**src/rtl/fcm_pkg.sv**
```systemverilog
package fcm_pkg;
  typedef enum logic [2:0] {
    MD_READ  = 3'd0,
    MD_IDENT = 3'd1,
    MD_PROG  = 3'd2,
    MD_ERASE = 3'd3,
    MD_ESUSP = 3'd4,
    MD_PSUSP = 3'd5,
    MD_FAIL  = 3'd6,
    MD_ERROR = 3'd7
  } mode_t;

  typedef enum logic [1:0] {
    RT_ARRAY  = 2'd0,
    RT_STATUS = 2'd1,
    RT_IDENT  = 2'd2
  } route_t;

  typedef enum logic [2:0] {
    EV_NONE, EV_RESET, EV_IDENT, EV_PROG,
    EV_ERS_SECT, EV_ERS_CHIP, EV_RESUME, EV_BAD
  } ev_t;
endpackage

```
**src/rtl/fcm_seq.sv**
```systemverilog
module fcm_seq import fcm_pkg::*; #(
  parameter int ADDR_W = 11,
  parameter logic [ADDR_W-1:0] UNLOCK1_ADDR = 'h555,
  parameter logic [ADDR_W-1:0] UNLOCK2_ADDR = 'h2AA,
  parameter logic [7:0] UNLOCK1_DATA = 8'hAA,
  parameter logic [7:0] UNLOCK2_DATA = 8'h55,
  parameter logic [7:0] CMD_RESET = 8'hF0,
  parameter logic [7:0] CMD_IDENT = 8'h90,
  parameter logic [7:0] CMD_PROG = 8'hA0,
  parameter logic [7:0] CMD_ERASE_SETUP = 8'h80,
  parameter logic [7:0] CMD_SECT_ERASE = 8'h30,
  parameter logic [7:0] CMD_CHIP_ERASE = 8'h10,
  parameter logic [7:0] CMD_SUSPEND = 8'hB0,
  parameter logic [7:0] CMD_RESUME = 8'h30
) (
  input  logic              clk,
  input  logic              rst_n,
  input  logic              clr,
  input  logic              wr_en,
  input  logic              in_susp,
  input  logic [ADDR_W-1:0] wr_addr,
  input  logic [7:0]        wr_data,
  output ev_t               ev
);
  typedef enum logic [2:0] {
    ST_IDLE, ST_UNL, ST_CMD, ST_PDATA, ST_E_UNL1, ST_E_UNL2, ST_E_CMD
  } step_t;

  step_t step_q, step_d;
  logic  hit1, hit2;

  assign hit1 = (wr_addr == UNLOCK1_ADDR) && (wr_data == UNLOCK1_DATA);
  assign hit2 = (wr_addr == UNLOCK2_ADDR) && (wr_data == UNLOCK2_DATA);

  always_comb begin
    ev     = EV_NONE;
    step_d = step_q;
    if (wr_en) begin
      if (wr_data == CMD_RESET) begin
        ev = EV_RESET;
      end else begin
        unique case (step_q)
          ST_IDLE: begin
            if (hit1)                                 step_d = ST_UNL;
            else if (in_susp && wr_data == CMD_RESUME)  ev = EV_RESUME;
            else if (in_susp && wr_data == CMD_SUSPEND) ev = EV_NONE;
            else                                        ev = EV_BAD;
          end
          ST_UNL:    if (hit2) step_d = ST_CMD; else ev = EV_BAD;
          ST_CMD: begin
            if (wr_addr != UNLOCK1_ADDR)                    ev = EV_BAD;
            else if (wr_data == CMD_PROG)                   step_d = ST_PDATA;
            else if (!in_susp && wr_data == CMD_IDENT)      ev = EV_IDENT;
            else if (!in_susp && wr_data == CMD_ERASE_SETUP) step_d = ST_E_UNL1;
            else                                            ev = EV_BAD;
          end
          ST_PDATA:  ev = EV_PROG;
          ST_E_UNL1: if (hit1) step_d = ST_E_UNL2; else ev = EV_BAD;
          ST_E_UNL2: if (hit2) step_d = ST_E_CMD; else ev = EV_BAD;
          ST_E_CMD: begin
            if (wr_data == CMD_SECT_ERASE) ev = EV_ERS_SECT;
            else if (wr_addr == UNLOCK1_ADDR && wr_data == CMD_CHIP_ERASE) ev = EV_ERS_CHIP;
            else ev = EV_BAD;
          end
          default: ev = EV_BAD;
        endcase
      end
      if (ev != EV_NONE) step_d = ST_IDLE;
    end
  end

  always_ff @(posedge clk or negedge rst_n) begin
    if (!rst_n)   step_q <= ST_IDLE;
    else if (clr) step_q <= ST_IDLE;
    else          step_q <= step_d;
  end
endmodule

```
**src/rtl/fcm_sector_map.sv**
```systemverilog
module fcm_sector_map #(
  parameter int SECT_BITS = 2,
  localparam int NSECT = 1 << SECT_BITS
) (
  input  logic                 clk,
  input  logic                 rst_n,
  input  logic                 clr,
  input  logic                 set_one,
  input  logic                 set_all,
  input  logic [SECT_BITS-1:0] set_idx,
  input  logic [SECT_BITS-1:0] qry_idx,
  output logic                 hit
);
  logic [NSECT-1:0] pend_q;

  for (genvar i = 0; i < NSECT; i++) begin : g_sect
    always_ff @(posedge clk or negedge rst_n) begin
      if (!rst_n)   pend_q[i] <= 1'b0;
      else if (clr) pend_q[i] <= 1'b0;
      else if (set_all || (set_one && set_idx == SECT_BITS'(i))) pend_q[i] <= 1'b1;
    end
  end

  assign hit = pend_q[qry_idx];
endmodule

```
**src/rtl/flash_cmd_ctrl.sv**
```systemverilog
module flash_cmd_ctrl import fcm_pkg::*; #(
  parameter int ADDR_W = 11,
  parameter int SECT_BITS = 2,
  parameter logic [ADDR_W-1:0] UNLOCK1_ADDR = 'h555,
  parameter logic [ADDR_W-1:0] UNLOCK2_ADDR = 'h2AA,
  parameter logic [7:0] UNLOCK1_DATA = 8'hAA,
  parameter logic [7:0] UNLOCK2_DATA = 8'h55,
  parameter logic [7:0] CMD_RESET = 8'hF0,
  parameter logic [7:0] CMD_IDENT = 8'h90,
  parameter logic [7:0] CMD_PROG = 8'hA0,
  parameter logic [7:0] CMD_ERASE_SETUP = 8'h80,
  parameter logic [7:0] CMD_SECT_ERASE = 8'h30,
  parameter logic [7:0] CMD_CHIP_ERASE = 8'h10,
  parameter logic [7:0] CMD_SUSPEND = 8'hB0,
  parameter logic [7:0] CMD_RESUME = 8'h30
) (
  input  logic              clk,
  input  logic              rst_n,
  input  logic              supply_ok,
  input  logic              wr_valid,
  output logic              wr_ready,
  input  logic [ADDR_W-1:0] wr_addr,
  input  logic [7:0]        wr_data,
  input  logic              op_done,
  input  logic              op_fail,
  input  logic [ADDR_W-1:0] rd_addr,
  output logic [1:0]        rd_route,
  output logic [2:0]        mode
);
  mode_t mode_q, mode_d;
  ev_t   ev;
  logic  wr_fire, is_rst, seq_en, seq_clr;
  logic  set_one, set_all, map_clr, map_hit;

  assign wr_ready = supply_ok;
  assign wr_fire  = wr_valid && supply_ok;
  assign is_rst   = wr_fire && (wr_data == CMD_RESET);
  assign seq_en   = wr_fire && (mode_q == MD_READ || mode_q == MD_ESUSP);
  assign seq_clr  = !supply_ok || !(mode_q == MD_READ || mode_q == MD_ESUSP);

  fcm_seq #(
    .ADDR_W(ADDR_W), .UNLOCK1_ADDR(UNLOCK1_ADDR), .UNLOCK2_ADDR(UNLOCK2_ADDR),
    .UNLOCK1_DATA(UNLOCK1_DATA), .UNLOCK2_DATA(UNLOCK2_DATA),
    .CMD_RESET(CMD_RESET), .CMD_IDENT(CMD_IDENT), .CMD_PROG(CMD_PROG),
    .CMD_ERASE_SETUP(CMD_ERASE_SETUP), .CMD_SECT_ERASE(CMD_SECT_ERASE),
    .CMD_CHIP_ERASE(CMD_CHIP_ERASE), .CMD_SUSPEND(CMD_SUSPEND), .CMD_RESUME(CMD_RESUME)
  ) u_seq (
    .clk(clk), .rst_n(rst_n), .clr(seq_clr), .wr_en(seq_en),
    .in_susp(mode_q == MD_ESUSP), .wr_addr(wr_addr), .wr_data(wr_data), .ev(ev)
  );

  always_comb begin
    mode_d  = mode_q;
    set_one = 1'b0;
    set_all = 1'b0;
    unique case (mode_q)
      MD_READ: begin
        unique case (ev)
          EV_IDENT:    mode_d = MD_IDENT;
          EV_PROG:     mode_d = MD_PROG;
          EV_ERS_SECT: begin mode_d = MD_ERASE; set_one = 1'b1; end
          EV_ERS_CHIP: begin mode_d = MD_ERASE; set_all = 1'b1; end
          EV_BAD:      mode_d = MD_ERROR;
          default:     mode_d = MD_READ;
        endcase
      end
      MD_IDENT: if (is_rst) mode_d = MD_READ;
      MD_PROG: begin
        if (op_fail)      mode_d = MD_FAIL;
        else if (op_done) mode_d = MD_READ;
      end
      MD_ERASE: begin
        if (op_fail)      mode_d = MD_FAIL;
        else if (op_done) mode_d = MD_READ;
        else if (wr_fire && wr_data == CMD_SUSPEND) mode_d = MD_ESUSP;
      end
      MD_ESUSP: begin
        unique case (ev)
          EV_PROG:   mode_d = MD_PSUSP;
          EV_RESUME: mode_d = MD_ERASE;
          EV_BAD:    mode_d = MD_ERROR;
          default:   mode_d = MD_ESUSP;
        endcase
      end
      MD_PSUSP: begin
        if (op_fail)      mode_d = MD_FAIL;
        else if (op_done) mode_d = MD_ESUSP;
      end
      default: if (is_rst) mode_d = MD_READ;
    endcase
  end

  assign map_clr = !supply_ok || (mode_d == MD_READ);

  fcm_sector_map #(.SECT_BITS(SECT_BITS)) u_map (
    .clk(clk), .rst_n(rst_n), .clr(map_clr), .set_one(set_one), .set_all(set_all),
    .set_idx(wr_addr[ADDR_W-1 -: SECT_BITS]), .qry_idx(rd_addr[ADDR_W-1 -: SECT_BITS]),
    .hit(map_hit)
  );

  always_ff @(posedge clk or negedge rst_n) begin
    if (!rst_n)          mode_q <= MD_READ;
    else if (!supply_ok) mode_q <= MD_READ;
    else                 mode_q <= mode_d;
  end

  always_comb begin
    unique case (mode_q)
      MD_READ:  rd_route = RT_ARRAY;
      MD_IDENT: rd_route = RT_IDENT;
      MD_ESUSP: rd_route = map_hit ? RT_STATUS : RT_ARRAY;
      default:  rd_route = RT_STATUS;
    endcase
  end

  assign mode = mode_q;
endmodule

```
**config.mk**
```make
export PLATFORM = sky130hd
export DESIGN_NAME = flash_cmd_ctrl
export DESIGN_NICKNAME = d
export VERILOG_FILES = /design/src/rtl/fcm_pkg.sv /design/src/rtl/fcm_seq.sv /design/src/rtl/fcm_sector_map.sv /design/src/rtl/flash_cmd_ctrl.sv
export SDC_FILE = /design/constraint.sdc
export NUM_CORES = 1
export LEC_CHECK = 0
export BUFFER_PORTS_ARGS = -buffer_cell sky130_fd_sc_hd__buf_2
export CORE_MARGIN = 5
export CORE_UTILIZATION = 52
export CTS_BUF_LIST = sky130_fd_sc_hd__clkbuf_8
export CTS_CLUSTER_SIZE = 14
export DETAILED_ROUTE_END_ITERATION = 7
export PLACE_DENSITY = 0.82
export SLEW_MARGIN = 20
export SYNTH_ARGS = -nofsm -noshare
export SYNTH_HDL_FRONTEND = slang
export SYNTH_SLANG_ARGS = --single-unit
```
**constraint.sdc**
```tcl
create_clock -name clk -period 2.6 [get_ports clk]
set_input_delay 0.26 -clock clk [delete_from_list [all_inputs] [get_ports clk]]
set_output_delay 0.26 -clock clk [all_outputs]
set_load 0.02 [all_outputs]
```
# After elaboration in Yosys (flattened, before gate mapping)
# Cells that the tools add are included.
# word_totals
register_bits	10
input_bits	36
output_inout_bits	6
elab_cells	142
# op_classes
n_lt_le_gt_ge	1
n_eq_ne	40
n_mux	56
reduce_logical	39
# op_table
cell	n
two-way mux 3 bit	34
equality test 8 bit (second input constant)	6
one-hot mux 3 bit (5 select lines)	2
equality test 3 bit (second input constant)	9
equality test 3 x 2 -> 1 bit (second input constant)	6
one-hot mux 3 bit (6 select lines)	1
!= test 4 x 2 -> 1 bit (second input constant)	4
logical AND 1 bit	15
two-way mux 1 bit	14
one-hot mux 3 bit (4 select lines)	1
equality test 11 x 10 -> 1 bit (second input constant)	1
equality test 11 bit (second input constant)	1
!= test 11 bit (second input constant)	1
AND reduction 10 bit	1
nonzero test 2 bit	5
logical NOT 3 bit	3
one-hot mux 3 bit (3 select lines)	1
equality test 8 x 5 -> 1 bit (second input constant)	1
equality test 8 x 6 -> 1 bit (second input constant)	1
equality test 8 x 7 -> 1 bit (second input constant)	1
logical OR 1 bit	7
nonzero test 7 bit	1
equality test 3 x 1 -> 1 bit (second input constant)	2
one-hot mux 2 bit (3 select lines)	1
other kinds (13)	17

# Depth between registers and ports, before layout
# depth
word_depth	18
ltp_mapped	10

# By module
# A second synthesis with hierarchy kept.
# unflattened
hier_cells	164
area_unflattened_um2	1322.5
# modules_own_cells
module	n_inst	cells_per_inst	area_per_inst_um2
fcm_seq	1	86	661.9
flash_cmd_ctrl	1	62	475.5
fcm_sector_map	1	16	185.2

# Least setup slack after synthesis
# OpenSTA, ideal clock, no wires.
# synth_path
path_type	input -> register
start	in wr_data[1]
end	reg u_map.pend_q[1]
setup_ns	0.078
t_arrival_ns	2.537
required_time_ns	2.522
slack_ns	-0.015
path_stages	10
path_buffers	2
path_cell_list	or4_1 -> buf_2 -> or4_1 -> o21ai_2 -> nand4_2 -> or2_0 -> buf_6 -> o21ai_1 -> and3b_1 -> o2bb2ai_1
# synth_via
elab_chain_len	17
word_cells_on_any_way	57
# synth_lines
item	line_no	text
from (decl)	flash_cmd_ctrl.sv:23	input logic [7:0] wr_data,
equality test 8 bit	fcm_seq.sv:54	else if (!in_susp && wr_data == CMD_ERASE_SETUP) step_d = ST_E_UNL1;
logical AND 1 bit	fcm_seq.sv:54	
two-way mux 3 bit	fcm_seq.sv:54	
two-way mux 3 bit	fcm_seq.sv:53	else if (!in_susp && wr_data == CMD_IDENT) ev = EV_IDENT;
two-way mux 3 bit	fcm_seq.sv:52	else if (wr_data == CMD_PROG) step_d = ST_PDATA;
two-way mux 3 bit	fcm_seq.sv:51	if (wr_addr != UNLOCK1_ADDR) ev = EV_BAD;
one-hot mux 3 bit (6 select lines)	fcm_seq.sv:42	unique case (step_q)
two-way mux 3 bit	fcm_seq.sv:39	if (wr_data == CMD_RESET) begin
two-way mux 3 bit (2 in series)	fcm_seq.sv:38	if (wr_en) begin
equality test 3 bit	flash_cmd_ctrl.sv:58	unique case (ev)
OR reduction 2 bit (no source line)	--	
one-hot mux 3 bit (4 select lines)	flash_cmd_ctrl.sv:58	
one-hot mux 3 bit (5 select lines)	flash_cmd_ctrl.sv:56	unique case (mode_q)
logical NOT 3 bit	flash_cmd_ctrl.sv:93	assign map_clr = !supply_ok || (mode_d == MD_READ);
logical OR 1 bit	flash_cmd_ctrl.sv:93	
two-way mux 1 bit or nonzero test 2 bit (tied branches)	--	
to (signal, indexed assignment)	fcm_sector_map.sv:18	if (!rst_n) pend_q[i] <= 1'b0;
to (signal, indexed assignment)	fcm_sector_map.sv:19	else if (clr) pend_q[i] <= 1'b0;
to (signal, indexed assignment)	fcm_sector_map.sv:20	else if (set_all || (set_one && set_idx == SECT_BITS'(i))) pend_q[i] <= 1'b1;
to (decl)	fcm_sector_map.sv:14	logic [NSECT-1:0] pend_q;
# Parallel ways exist; a longest one is shown, timed or not. The select of a mux whose other input is x is not followed.
# A chain may end at the register's enable or synchronous reset.

# Final worst setup path
# layout_path
start	reg mode_q[2] (netlist: mode[2])
end	reg u_map.pend_q[1]
# layout_via
elab_chain_len	18
word_cells_on_any_way	51
# layout_lines
item	line_no	text
from (decl)	flash_cmd_ctrl.sv:30	mode_t mode_q, mode_d;
from (signal assigned)	flash_cmd_ctrl.sv:104	else mode_q <= mode_d;
equality test 3 bit	flash_cmd_ctrl.sv:38, flash_cmd_ctrl.sv:49, flash_cmd_ctrl.sv:56	
logical NOT 1 bit	fcm_seq.sv:53, fcm_seq.sv:54	
logical AND 1 bit	fcm_seq.sv:54	
two-way mux 3 bit	fcm_seq.sv:54	
two-way mux 3 bit	fcm_seq.sv:53	
two-way mux 3 bit	fcm_seq.sv:52	
two-way mux 3 bit	fcm_seq.sv:51	
one-hot mux 3 bit (6 select lines)	fcm_seq.sv:42	
two-way mux 3 bit	fcm_seq.sv:39	
two-way mux 3 bit (2 in series)	fcm_seq.sv:38	
equality test 3 bit	flash_cmd_ctrl.sv:58	
OR reduction 2 bit (no source line)	--	
one-hot mux 3 bit (4 select lines)	flash_cmd_ctrl.sv:58	
one-hot mux 3 bit (5 select lines)	flash_cmd_ctrl.sv:56	
logical NOT 3 bit	flash_cmd_ctrl.sv:93	
logical OR 1 bit	flash_cmd_ctrl.sv:93	
two-way mux 1 bit or nonzero test 2 bit (tied branches)	--	
# Parallel ways exist; a longest one is shown, timed or not. The select of a mux whose other input is x is not followed.

==> metrics.txt <==
fin. max-slew vios 0; DR DRC count 0; Min-Delay Path Class input pin to asynchronous set/reset pin; drt pass-1 iters 5; min Tclk post-route 2.601 ns; clk_lat worst skew 0.24 ns; CTS tree done; crit path DAT 2.72 ns; number of routed nets with antenna violations 0; Layout Nets 256; stages on the worst setup path 10; Setup crit start mode[2]; startpoint types flop; PnR worst setup slack -0.0007025 ns; Post-synth EDFFs 0; CP Buf/Inv Count 2; fin crit share 1.000; RSZ-0062 raised after global routing yes; GPL Wtd Cong 0.9447; # Max-Cap Violations 0; leading post-synthesis cells by cell area dfrtp_1 20%, nand2_1 6.1%, o2bb2ai_1 3.5%; global route hottest layer met2; largest net degree at the start of global routing 15; Post-synth top cells 20 x nand2_1, 11 x nor2_1, 10 x dfrtp_1; met3 Use GR 0.04825; Final Skew 0.001457 ns; peak supply drop 0.6687 mV; reg-to-reg slack, setup -0.0007 ns; FMAX 0.3845 GHz; Vias 1,700; CP Capture Type flop; first-pass GRT wire length 7320 um; biggest area consumer among synthesized cells dfrtp_1; CP Class flop to flop; DP HPWL 3371 um; Hold Fails Final Rpt 0; fin area 0.001808 mm2; CTS clk-pin slew, worst paths 0.05 ns; syn avg cell area 7.553 um2; failing checks negative setup slack; FP Rows 17; measured slew at the worst slew-check pin 0.5575 ns; PD cells 553.1 mW/mm2; vias in the first global route 1,595; Ports 42; cell count after synthesis 164; Final TNS setup -0.0007025 ns; Crit path largest cell delay 0.53 ns; Syn Nets 200; Avg Vias per Cell 6.883; Routed wire per std cell 20.11 um; cells on worst reg2reg path 10; Slowest-stage cell, CP or4_4; CTS H-tree depth 1; Die Wd 58.81 um; Port Buf Inserts 32; clock sink total 10; CP Cell Sequence nor4b_1 -> buf_4 -> or4_4 -> o21ai_4 -> nand4_4 -> or2_1 -> buf_6 -> a31oi_1 -> and3b_2 -> o2bb2ai_1; CORE AREA 0.002233 mm2; synthesized flop and latch total 10; # setup viols final 1; CP top delay family simple AND/OR/NAND/NOR gates; leakage 0.0007569 uW; die height 58.81 um; Synth warnings 0; met2 usage 0.4700; Root Driver clkbuf_8; gr usage total 0.2706; status finished with violations; post-synthesis cell area 0.001239 mm2; CP Max Fanout 8; CTS buffer count 3; worst rel slew slack 0.6254; GRT overflow 0; Register Area 250.2 um2; full die area 0.003458 mm2; P&R area growth vs syn 45.96%; Finished Layout Cells 247; Critical R2R Launch mode[2]; share of the synthesized area in the top cell type 0.2020; Unique masters post-synth 58; clk buf depth 2; Placed Instances 241; share of layout cells above drive strength 1 0.4018; async set-reset flop share out of synthesis 1.000; Most used DFF post-synth dfrtp_1; initial antenna violation count 0; Place WS -0.2638 ns; critical path endpoint u_map.pend_q[1]; Reg2Reg Capture Point u_map.pend_q[1]; GR Util met1 0.3298; fillcell total 132; diode count 0; detailed router's first-iteration violation count 167; Critical Path RT 2.72 ns; Multi-input gate area 0.001050 mm2; Initial Utilization 0.5546; DP Area 0.001623 mm2; register area share after synthesis 0.2020; total routed wirelength 4967 um; count leader, synth nand2_1
## worst min-delay path by stage
stage | start | endpoint | slack, ns | depth (start not counted)
2_1_floorplan | rst_n | mode[0] | -0.04 | 0
3_3_place_gp | rst_n | mode[1] | 0.12 | 1
3_5_place_dp | rst_n | mode[0] | 0.13 | 1
4_1_cts | supply_ok | mode[0] | 0.38 | 3
5_1_grt | wr_valid | u_seq.step_q[0] | 0.45 | 3
6_report | rst_n | mode[0] | 0.44 | 2
## state kept, by name (all words and copies together) (netlist names)
signal / count
u_map.pend_q: 4
u_seq.step_q: 3
mode: 3
## area by class of cell
type | instances | area share
flip-flops and latches | 10 | 0.1384
inverters | 7 | 0.01453
well taps | 28 | 0.01938
repair buffers | 62 | 0.2166
multi-input cells | 136 | 0.5806
clock buffers | 4 | 0.03045
## through the flow
step | hold slack, ns | power [uW] | utilization
floorplan | -0.03559 | 528.2 | -
global placement | 0.1238 | 695.2 | 0.7266
detailed placement | 0.1301 | 711.4 | 0.7266
CTS | 0.3806 | 924.9 | 0.7613
global route | 0.4516 | 1057 | 0.8095
finish | 0.4351 | 1000 | 0.8095
## report_power, final
part / leakage, uW / internal, uW / switching (uW) / total, uW
Combinational: 0.000590 / 237 / 373 / 611
Sequential: 0.000138 / 175 / 21.0 / 196
Clock: 0.0000288 / 133 / 60.8 / 194
Total: 0.000757 / 545 / 455 / 1000
## cells by family after synthesis
group / after synthesis / share of synthesized area
AO/OA/AOI/OAI: 51 / 0.3142
multiplexers: 2 / 0.02626
flip-flops: 10 / 0.2020
buffers and inverters: 18 / 0.06465
AND/OR/NAND/NOR: 83 / 0.3929
## routing by layer
layer | wire [um] | vias up
met2 | 2368 | 121
met3 | 457 | 45
li1 | - | 747
met5 | 0 | -
met1 | 1824 | 787
met4 | 317 | 0
## what timing repair did
item / 4_1_cts / 5_1_grt
hold endpoints to repair: 10 / 0
pin swaps: 0 / 6
hold buffers: 1 / 0
gates resized for setup: 2 / 14
setup endpoints to repair: 4 / 5
setup buffers: 0 / 1
## placed cells by master, fill, tap and decap left out, types with 5 or more instances in the layout
| master | Yosys | routed |
|---|---|---|
| buf_2 | 1 | 32 |
| buf_4 | 1 | 28 |
| nand2_1 | 20 | 20 |
| nor2_1 | 11 | 11 |
| dfrtp_1 | 10 | 10 |
| a21oi_1 | 8 | 8 |
| inv_1 | 7 | 7 |
| nor3_1 | 5 | 5 |
| nand3_1 | 5 | 5 |
| o211ai_1 | 5 | 5 |
Power figures use the tool's default switching activity.
